--- config.mk ---
export PLATFORM = sky130hd
export DESIGN_NAME = xfer_wb_engine
export DESIGN_NICKNAME = d
export VERILOG_FILES = /design/src/rtl/xwb_pkg.sv /design/src/rtl/xwb_addr_step.sv /design/src/rtl/xwb_count_calc.sv /design/src/rtl/xfer_wb_engine.sv
export SDC_FILE = /design/constraint.sdc
export NUM_CORES = 1
export LEC_CHECK = 0
export BUFFER_PORTS_ARGS = -buffer_cell sky130_fd_sc_hd__buf_4
export CORE_ASPECT_RATIO = 0.75
export CORE_MARGIN = 3
export CORE_UTILIZATION = 45
export CTS_CLUSTER_DIAMETER = 50
export CTS_CLUSTER_SIZE = 25
export DETAILED_ROUTE_END_ITERATION = 12
export PLACE_DENSITY = 0.68
export SLEW_MARGIN = 15
export SYNTH_ARGS = -nofsm -noshare
export SYNTH_HDL_FRONTEND = slang
export SYNTH_HIERARCHICAL = 1
export SYNTH_SLANG_ARGS = --single-unit
--- constraint.sdc ---
create_clock -name clk -period 5 [get_ports clk]
set_input_delay 0.25 -clock clk [delete_from_list [all_inputs] [get_ports clk]]
set_output_delay 0.25 -clock clk [all_outputs]
set_load 0.005 [all_outputs]
--- src/rtl/xwb_pkg.sv ---
package xwb_pkg;
  typedef enum logic [1:0] {
    MD_NORMAL = 2'd0,
    MD_REPEAT = 2'd1,
    MD_BLOCK  = 2'd2,
    MD_RSVD   = 2'd3
  } xwb_mode_t;

  typedef enum logic [1:0] {
    ST_IDLE = 2'd0,
    ST_RD   = 2'd1,
    ST_WR   = 2'd2,
    ST_DONE = 2'd3
  } xwb_state_t;

  localparam logic [1:0] DIR_INC = 2'd1;
  localparam logic [1:0] DIR_DEC = 2'd2;

  function automatic logic [2:0] unit_bytes(input logic [1:0] sz);
    case (sz)
      2'd0:    return 3'd1;
      2'd1:    return 3'd2;
      default: return 3'd4;
    endcase
  endfunction
endpackage

--- src/rtl/xwb_addr_step.sv ---
module xwb_addr_step
  import xwb_pkg::*;
#(
  parameter int AW = 32
) (
  input  logic [AW-1:0] addr,
  input  logic [1:0]    dir,
  input  logic [1:0]    size,
  output logic [AW-1:0] next
);
  logic [AW-1:0] delta;

  assign delta = AW'(unit_bytes(size));

  always_comb begin
    case (dir)
      DIR_INC: next = addr + delta;
      DIR_DEC: next = addr - delta;
      default: next = addr;
    endcase
  end
endmodule

--- src/rtl/xwb_count_calc.sv ---
module xwb_count_calc
  import xwb_pkg::*;
#(
  parameter int CW = 16,
  parameter int RW = 8
) (
  input  xwb_mode_t     mode,
  input  logic          rpt_irq_en,
  input  logic [CW-1:0] reload,
  input  logic [CW-1:0] work,
  input  logic [CW-1:0] blocks,
  output logic [CW-1:0] wb_work,
  output logic [CW-1:0] wb_blocks,
  output logic          run_end,
  output logic          irq_cond
);
  localparam int PADW = CW - RW;

  logic [RW-1:0] rwork;
  logic [RW-1:0] rwork_dec;

  assign rwork     = work[RW-1:0];
  assign rwork_dec = rwork - RW'(1);

  always_comb begin
    run_end   = 1'b0;
    wb_blocks = blocks;
    case (mode)
      MD_REPEAT: begin
        run_end  = (rwork == RW'(1));
        wb_work  = run_end ? {{PADW{1'b0}}, reload[RW-1:0]} : {{PADW{1'b0}}, rwork_dec};
        irq_cond = run_end && rpt_irq_en;
      end
      MD_BLOCK: begin
        wb_work   = reload;
        wb_blocks = blocks - CW'(1);
        irq_cond  = (blocks == CW'(1));
      end
      default: begin
        wb_work  = work - CW'(1);
        irq_cond = (work == CW'(1));
      end
    endcase
  end
endmodule

--- src/rtl/xfer_wb_engine.sv ---
module xfer_wb_engine
  import xwb_pkg::*;
#(
  parameter int AW = 32,
  parameter int DW = 32,
  parameter int CW = 16,
  parameter int RW = 8
) (
  input  logic          clk,
  input  logic          rst,
  input  logic          start,
  input  logic [1:0]    cfg_mode,
  input  logic [1:0]    cfg_size,
  input  logic [1:0]    cfg_src_dir,
  input  logic [1:0]    cfg_dst_dir,
  input  logic          cfg_area_dst,
  input  logic          cfg_rpt_irq,
  input  logic [AW-1:0] in_src,
  input  logic [AW-1:0] in_dst,
  input  logic [AW-1:0] in_init,
  input  logic [CW-1:0] in_reload,
  input  logic [CW-1:0] in_work,
  input  logic [CW-1:0] in_blocks,
  output logic          mem_rd,
  output logic          mem_wr,
  output logic [AW-1:0] mem_addr,
  output logic [1:0]    mem_size,
  output logic [DW-1:0] mem_wdata,
  input  logic [DW-1:0] mem_rdata,
  output logic          busy,
  output logic          done,
  output logic          irq,
  output logic [AW-1:0] wb_src,
  output logic [AW-1:0] wb_dst,
  output logic [CW-1:0] wb_work,
  output logic [CW-1:0] wb_blocks
);
  localparam int NSIDE = 2;

  xwb_state_t    state_q;
  xwb_mode_t     mode_q;
  logic [1:0]    size_q;
  logic [1:0]    dir_q  [NSIDE];
  logic [AW-1:0] addr_q [NSIDE];
  logic [AW-1:0] addr_nx[NSIDE];
  logic          area_q;
  logic          ien_q;
  logic [AW-1:0] init_q;
  logic [CW-1:0] reload_q, work_q, blocks_q, len_q;
  logic          irq_q;

  logic [CW-1:0] cw_work, cw_blocks;
  logic          run_end, irq_cond, restore, last_unit;
  logic [AW-1:0] fin_src, fin_dst;

  for (genvar g = 0; g < NSIDE; g++) begin : g_step
    xwb_addr_step #(.AW(AW)) u_step (
      .addr (addr_q[g]),
      .dir  (dir_q[g]),
      .size (size_q),
      .next (addr_nx[g])
    );
  end

  xwb_count_calc #(.CW(CW), .RW(RW)) u_count (
    .mode       (mode_q),
    .rpt_irq_en (ien_q),
    .reload     (reload_q),
    .work       (work_q),
    .blocks     (blocks_q),
    .wb_work    (cw_work),
    .wb_blocks  (cw_blocks),
    .run_end    (run_end),
    .irq_cond   (irq_cond)
  );

  assign last_unit = (len_q == CW'(1));
  assign restore   = (mode_q == MD_BLOCK) || ((mode_q == MD_REPEAT) && run_end);
  assign fin_src   = (restore && !area_q) ? init_q : addr_nx[0];
  assign fin_dst   = (restore &&  area_q) ? init_q : addr_nx[1];

  always_ff @(posedge clk) begin
    if (rst) begin
      state_q   <= ST_IDLE;
      mode_q    <= MD_NORMAL;
      size_q    <= '0;
      dir_q[0]  <= '0;
      dir_q[1]  <= '0;
      addr_q[0] <= '0;
      addr_q[1] <= '0;
      area_q    <= 1'b0;
      ien_q     <= 1'b0;
      init_q    <= '0;
      reload_q  <= '0;
      work_q    <= '0;
      blocks_q  <= '0;
      len_q     <= '0;
      irq_q     <= 1'b0;
      wb_src    <= '0;
      wb_dst    <= '0;
      wb_work   <= '0;
      wb_blocks <= '0;
    end else begin
      case (state_q)
        ST_IDLE: begin
          if (start) begin
            mode_q    <= xwb_mode_t'(cfg_mode);
            size_q    <= cfg_size;
            dir_q[0]  <= cfg_src_dir;
            dir_q[1]  <= cfg_dst_dir;
            addr_q[0] <= in_src;
            addr_q[1] <= in_dst;
            area_q    <= cfg_area_dst;
            ien_q     <= cfg_rpt_irq;
            init_q    <= in_init;
            reload_q  <= in_reload;
            work_q    <= in_work;
            blocks_q  <= in_blocks;
            len_q     <= (xwb_mode_t'(cfg_mode) == MD_BLOCK) ? in_reload : CW'(1);
            state_q   <= ST_RD;
          end
        end
        ST_RD: state_q <= ST_WR;
        ST_WR: begin
          if (last_unit) begin
            wb_src    <= fin_src;
            wb_dst    <= fin_dst;
            wb_work   <= cw_work;
            wb_blocks <= cw_blocks;
            irq_q     <= irq_cond;
            state_q   <= ST_DONE;
          end else begin
            addr_q[0] <= addr_nx[0];
            addr_q[1] <= addr_nx[1];
            len_q     <= len_q - CW'(1);
            state_q   <= ST_RD;
          end
        end
        default: begin
          irq_q   <= 1'b0;
          state_q <= ST_IDLE;
        end
      endcase
    end
  end

  assign mem_rd    = (state_q == ST_RD);
  assign mem_wr    = (state_q == ST_WR);
  assign mem_addr  = (state_q == ST_WR) ? addr_q[1] : addr_q[0];
  assign mem_size  = size_q;
  assign mem_wdata = mem_rdata;
  assign busy      = (state_q != ST_IDLE);
  assign done      = (state_q == ST_DONE);
  assign irq       = irq_q;
endmodule

==> flow_summary.yaml, run 1 <==
cts:
  cts_sinks: 269
  clock_latency_ns: 0.58
  clock_path_buffers: 3
  h-tree-depth: 1
  path_clk_slew_ns: 0.07
  post_cts_resized: 0
  cts_tree: "built"
  root_buffer: "clkbuf_16"
  cts_buffers: 31
timing:
  fin_crit_ns: 4.009
  grt_setup_unrepaired: "no"
  relSlewSlack_pct: 23.64
  finalClockSkew_ns: 0.01981
  hold_viol: 0
  finalSetupTns_ns: 0
  max_slew.worst_pin.slew_ns: 1.135
  period_share_pct: 80.19
  setup_viol: 0
  report.final.slew_viol_count: 0
  fmax_ghz: 0.2494
logic_synthesis:
  ys_types: 94
  synth_xor_area_share_pct: 4.053
  ys_seq_area_share_pct: 36.93
  synth_fa_ha_area_share_pct: 5.881
  netlist_area_um2: 16420
  synth.avg_cell_area_um2: 8.192
  yosysTopAreaCell: "dfxtp_1"
  ys.flop_type: "dfxtp_1"
  synth_edf_count: 68
  synth_top_area_share_pct: 24.50
  synth_top_family_by_area: "compound AO/OA/AOI/OAI gates"
  syn-instance-count: 2005
  synth_compound_area_share_pct: 23.38
  ys_warn_count: 6
  yosys.area_share.simple_pct: 20.09
  synth-seq-cells: 269
  async_flop_share_pct: 0
  ys_top_cells_by_area: "dfxtp_1 24%, edfxtp_1 12%, nand2_1 10%"
  synth.mux.area_fraction_pct: 4.228
  syn_nets: 2270
floorplanning:
  start_util_pct: 46.45
  die_h_um: 171.5
  dieArea_um2: 38850
  io-pin-count: 356
  fp.dieW_um: 226.6
  row_count: 59
  core_area_um2: 35360
worst_hold_path:
  hold_path.class: "in -> reg"
power_and_ir_drop:
  p_leak_nw: 9.044
  powerDensity_nw_per_um2: 314.5
  vdd_drop_max_mv: 0.2482
setup_path:
  startpoint_type: "flop"
  critPathKind: "reg -> reg"
  end_kind: "flop"
  worstPathRequired_ns: 5.48
  cp_max_fo: 19
  cp.arrival_ns: 4.49
route:
  ant_nets: 0
  routed_wl_um: 55800
  wire_per_inst_um: 19.77
  via_per_inst: 5.788
  firstDrtPassIters: 5
  drt_iter0_drc: 1205
  drc_errors: 0
  vias: 16330
final_layout:
  final_common_cell: "nand2_1"
  layout-drive-gt1-share_pct: 17.72
  layout_common_cells: "451 x nand2_1, 306 x buf_4, 201 x dfxtp_1, 189 x a21oi_1, 151 x dlygate4sd3_1"
  final_cells: 2822
  final_nets: 2606
  fin_util_pct: 60.26
  diodes: 0
  syn_to_final_growth_pct: 29.73
global_route:
  antenna_found_initial: 0
  grt_max_degree: 112
  gr-total-overflow: 0
  grt_pass1_vias: 15500
  grt_pass1_wl_um: 86430
  grt_usage_pct: 27.82
outcome:
  status: "completed"
placed_design:
  dp_hpwl_um: 38560
  place_congestion: 0.9378
  dp_cells: 2614
  numPortBuffers: 291
run:
  max_cap_viol_count: 0
## cell families after synthesis
logic type / count (synthesis)
AO/OA/AOI/OAI: 573
AND/OR/NAND/NOR: 749
adder cells (fa/ha/maj): 76
multiplexers: 69
flip-flops: 269
XOR/XNOR: 76
buffers and inverters: 193
## final timing paths
check	startpoint	end	slack [ns]	depth (start not counted)
setup reg to reg	dir_q[0][0]	wb_src[28]	0.99	14
hold / removal	cfg_dst_dir[1]	dir_q[0][3]	0.03	2
hold reg to reg	wb_blocks[6]	wb_blocks[6]	0.46	2
setup / recovery	dir_q[0][0]	wb_src[28]	0.99	14
## worst max-delay path: stages (launching register included)
cell,delay [ns]
edfxtp_1,0.38
inv_1,0.09
ha_2,0.43
buf_4,0.33
ha_1,0.36
a2111oi_0,0.55
o2111ai_1,0.20
nand3_1,0.15
nand2_1,0.05
o21ai_0,0.41
o21ai_0,0.21
xnor2_1,0.16
o21ai_0,0.23
mux2i_1,0.11
a211oi_1,0.24
## metal layers
metal,global-route usage (%),routed length [um],vias to the layer above
li1,-,-,7830
met1,40.29,25930,7709
met2,42.28,23970,687
met3,5.323,4306,108
met4,7.984,1596,0
met5,0,0,-
## metrics by stage
| step | power, mW | setup slack [ns] | hold slack (ns) | cell area (um2) |
|---|---|---|---|---|
| final | 6.701 | 0.9906 | 0.03214 | 21310 |
| after global routing | 6.983 | 0.6247 | 0.01600 | 21310 |
| after CTS | 6.705 | 1.048 | 0.01074 | 21310 |
| after detailed placement | 4.072 | 1.087 | 0.4456 | 18650 |
| after global placement | 4.046 | 1.181 | 0.4402 | 18650 |
| after floorplan | 3.565 | 1.126 | 0.3860 | 16420 |
## final cells by class
type                       instances  area (um2)
sequential                       269        6066
inverter                          37       138.9
timing repair buffer             459        3840
multi-input combinational       1543        9543
fill                            3103       14050
clock inverter                    25       359.1
clock buffer                      32       789.5
tap                              457       571.8
## power breakdown
part / switching (mW) / internal [mW]
clock: 1.12 / 1.43
combinational: 0.962 / 0.703
sequential: 0.132 / 2.36
## sequential cells by signal, indices dropped and copies added, names as in the netlist, 4 cells and up
| name | cells |
|---|---|
| addr_q | 64 |
| blocks_q | 16 |
| dir_q | 4 |
| init_q | 32 |
| len_q | 16 |
| reload_q | 16 |
| wb_blocks | 16 |
| wb_dst | 32 |
| wb_src | 32 |
| wb_work | 16 |
| work_q | 16 |
## cell usage after synthesis, types with 22 or more instances
| cell type | n |
|---|---|
| a211oi_1 | 74 |
| a21o_1 | 36 |
| a21oi_1 | 189 |
| a22o_1 | 71 |
| buf_4 | 32 |
| clkbuf_1 | 98 |
| dfxtp_1 | 201 |
| edfxtp_1 | 68 |
| ha_1 | 74 |
| inv_1 | 37 |
| mux2i_1 | 66 |
| nand2_1 | 452 |
| nand3_1 | 23 |
| nor2_1 | 126 |
| o21ai_0 | 71 |
| o21ai_1 | 22 |
| xnor2_1 | 38 |
| xor2_1 | 38 |
## what timing repair did
action / CTS / global route
endpoints found under the hold margin: 153 / 0
hold buffers: 151 / 0
setup buffers: 0 / 0
Note: power is estimated with default switching activity, not from simulation.
==> run 2, diff against run 1 <==
clock period = 4.2 ns   (was 5 ns; I/O delays follow)
==> flow_summary.yaml, run 2 (synthesis results as in run 1) <==
run:
  max_cap_viol_count: 0
setup_path:
  startpoint_type: "flop"
  end_kind: "flop"
  critPathKind: "reg -> reg"
  cp-startpoint: "dir_q[0][0]"
  cp_max_fo: 36
  worstPathRequired_ns: 4.62
  regToRegStartpoint: "dir_q[0][0]"
  reg2reg_slack_ns: 0.35
  cp.arrival_ns: 4.27
  ff2ff_path_depth: 14
timing:
  fin_crit_ns: 3.849
  report.final.slew_viol_count: 0
  relSlewSlack_pct: 18.50
  fmax_ghz: 0.2598
  grt_setup_unrepaired: "no"
  setup_viol: 0
  finalSetupTns_ns: 0
  period_share_pct: 91.64
  finalClockSkew_ns: 0.01918
  hold_viol: 0
  max_slew.worst_pin.slew_ns: 1.211
global_route:
  grt_pass1_wl_um: 85270
  grt_max_degree: 129
  antenna_found_initial: 1
  grt_pass1_vias: 15400
  grt_usage_pct: 27.38
  gr-total-overflow: 0
cts:
  clock_path_buffers: 3
  path_clk_slew_ns: 0.06
  root_buffer: "clkbuf_16"
  cts_tree: "built"
  clock_latency_ns: 0.52
  cts_buffers: 34
  cts_sinks: 269
  h-tree-depth: 2
placed_design:
  place_congestion: 0.9167
  dp_hpwl_um: 37910
  placed_area_um2: 18680
  numPortBuffers: 291
worst_hold_path:
  hold_depth: 2
  hold_path.class: "in -> reg"
  hold_start: "in_src[31]"
final_layout:
  layout-drive-gt1-share_pct: 17.78
  largest_reg_flops: 64
  top_register: "addr_q"
  final_nets: 2608
  layout_common_cells: "451 x nand2_1, 307 x buf_4, 201 x dfxtp_1, 189 x a21oi_1, 148 x dlygate4sd3_1"
  syn_to_final_growth_pct: 29.97
  final_common_cell: "nand2_1"
  fin_area_um2: 21350
route:
  vias: 16200
  routed_wl_um: 54730
  firstDrtPassIters: 5
  drt_iter0_drc: 1311
  via_per_inst: 5.732
  drc_errors: 0
  wire_per_inst_um: 19.37
  ant_nets: 0
floorplanning:
  dieArea_um2: 38850
  row_count: 59
  die_h_um: 171.5
  fp.dieW_um: 226.6
  start_util_pct: 46.45
  io-pin-count: 356
  core_area_um2: 35360
power_and_ir_drop:
  powerDensity_nw_per_um2: 374.9
  vdd_drop_max_mv: 0.2204
  p_leak_nw: 9.070
outcome:
  status: "completed"
[run 2: changes by cell type in the layout (fill, tap and decap cells not counted), moves of 2 or more]
| cell | previous run | this run |
|---|---|---|
| inv_6 | 8 | 2 |
| dlygate4sd3_1 | 151 | 148 |
| clkbuf_16 | 31 | 36 |
| clkinv_8 | 5 | 1 |
| inv_12 | 2 | 0 |
| clkbuf_1 | 0 | 4 |
| clkinv_2 | 1 | 5 |
| clkbuf_8 | 1 | 4 |
[run 2: routing by layer]
metal	up-vias	GRT usage, %	wire, um
met5	-	0	0
met4	0	7.682	1464
met3	89	5.375	4184
met2	630	41.55	23620
met1	7660	39.69	25460
li1	7819	-	-
[run 2: per-stage QoR]
stage	hold WS, ns	utilization, %	total power [mW]	cells	setup WS [ns]
after floorplan	0.3460	-	4.244	2005	0.3264
after global placement	0.4200	52.81	4.813	2616	0.5090
after detailed placement	0.4200	52.81	4.843	2616	0.3562
after CTS	0.009359	60.31	8.025	2825	0.3158
after global routing	0.02698	60.37	8.374	2826	0.03490
final	0.03742	60.37	8.003	2826	0.3512
[run 2: where the power goes]
part           internal [mW]  switching, mW
registers               2.81          0.150
clock network           1.84           1.21
logic                  0.843           1.14
total                   5.50           2.51
[run 2: area by class of cell]
type                            count  area (um2)
Sequential cell                   269        6066
Inverter                           37       138.9
Tap cell                          457       571.8
Fill cell                        3062       14010
Clock inverter                     17       198.9
Multi-Input combinational cell   1543        9560
Clock buffer                       44       970.9
Antenna cell                        1       2.502
Timing Repair Buffer              458        3837
[run 2: worst max-delay path, stage by stage (launching register included)]
cell and delay [ns]:
edfxtp_1 0.36, inv_1 0.09, ha_2 0.21, buf_12 0.20
ha_1 0.34, a2111oi_0 0.68, o2111ai_1 0.25, nand3_1 0.17
nand2_1 0.05, o21ai_0 0.45, o21ai_0 0.21, xnor2_1 0.15
o21ai_0 0.20, mux2i_1 0.12, a211oi_1 0.24
[run 2: worst paths after layout]
check | to
max reg2reg | wb_src[28]
min reg2reg | wb_work[8]
max | wb_src[28]
min | addr_q[0][31]
[run 2: timing repair]
item,CTS,global route
resized for setup,0,2
hold buffers,148,0
setup endpoints to repair,0,1
buffers inserted,0,0
endpoints found under the hold margin,149,0
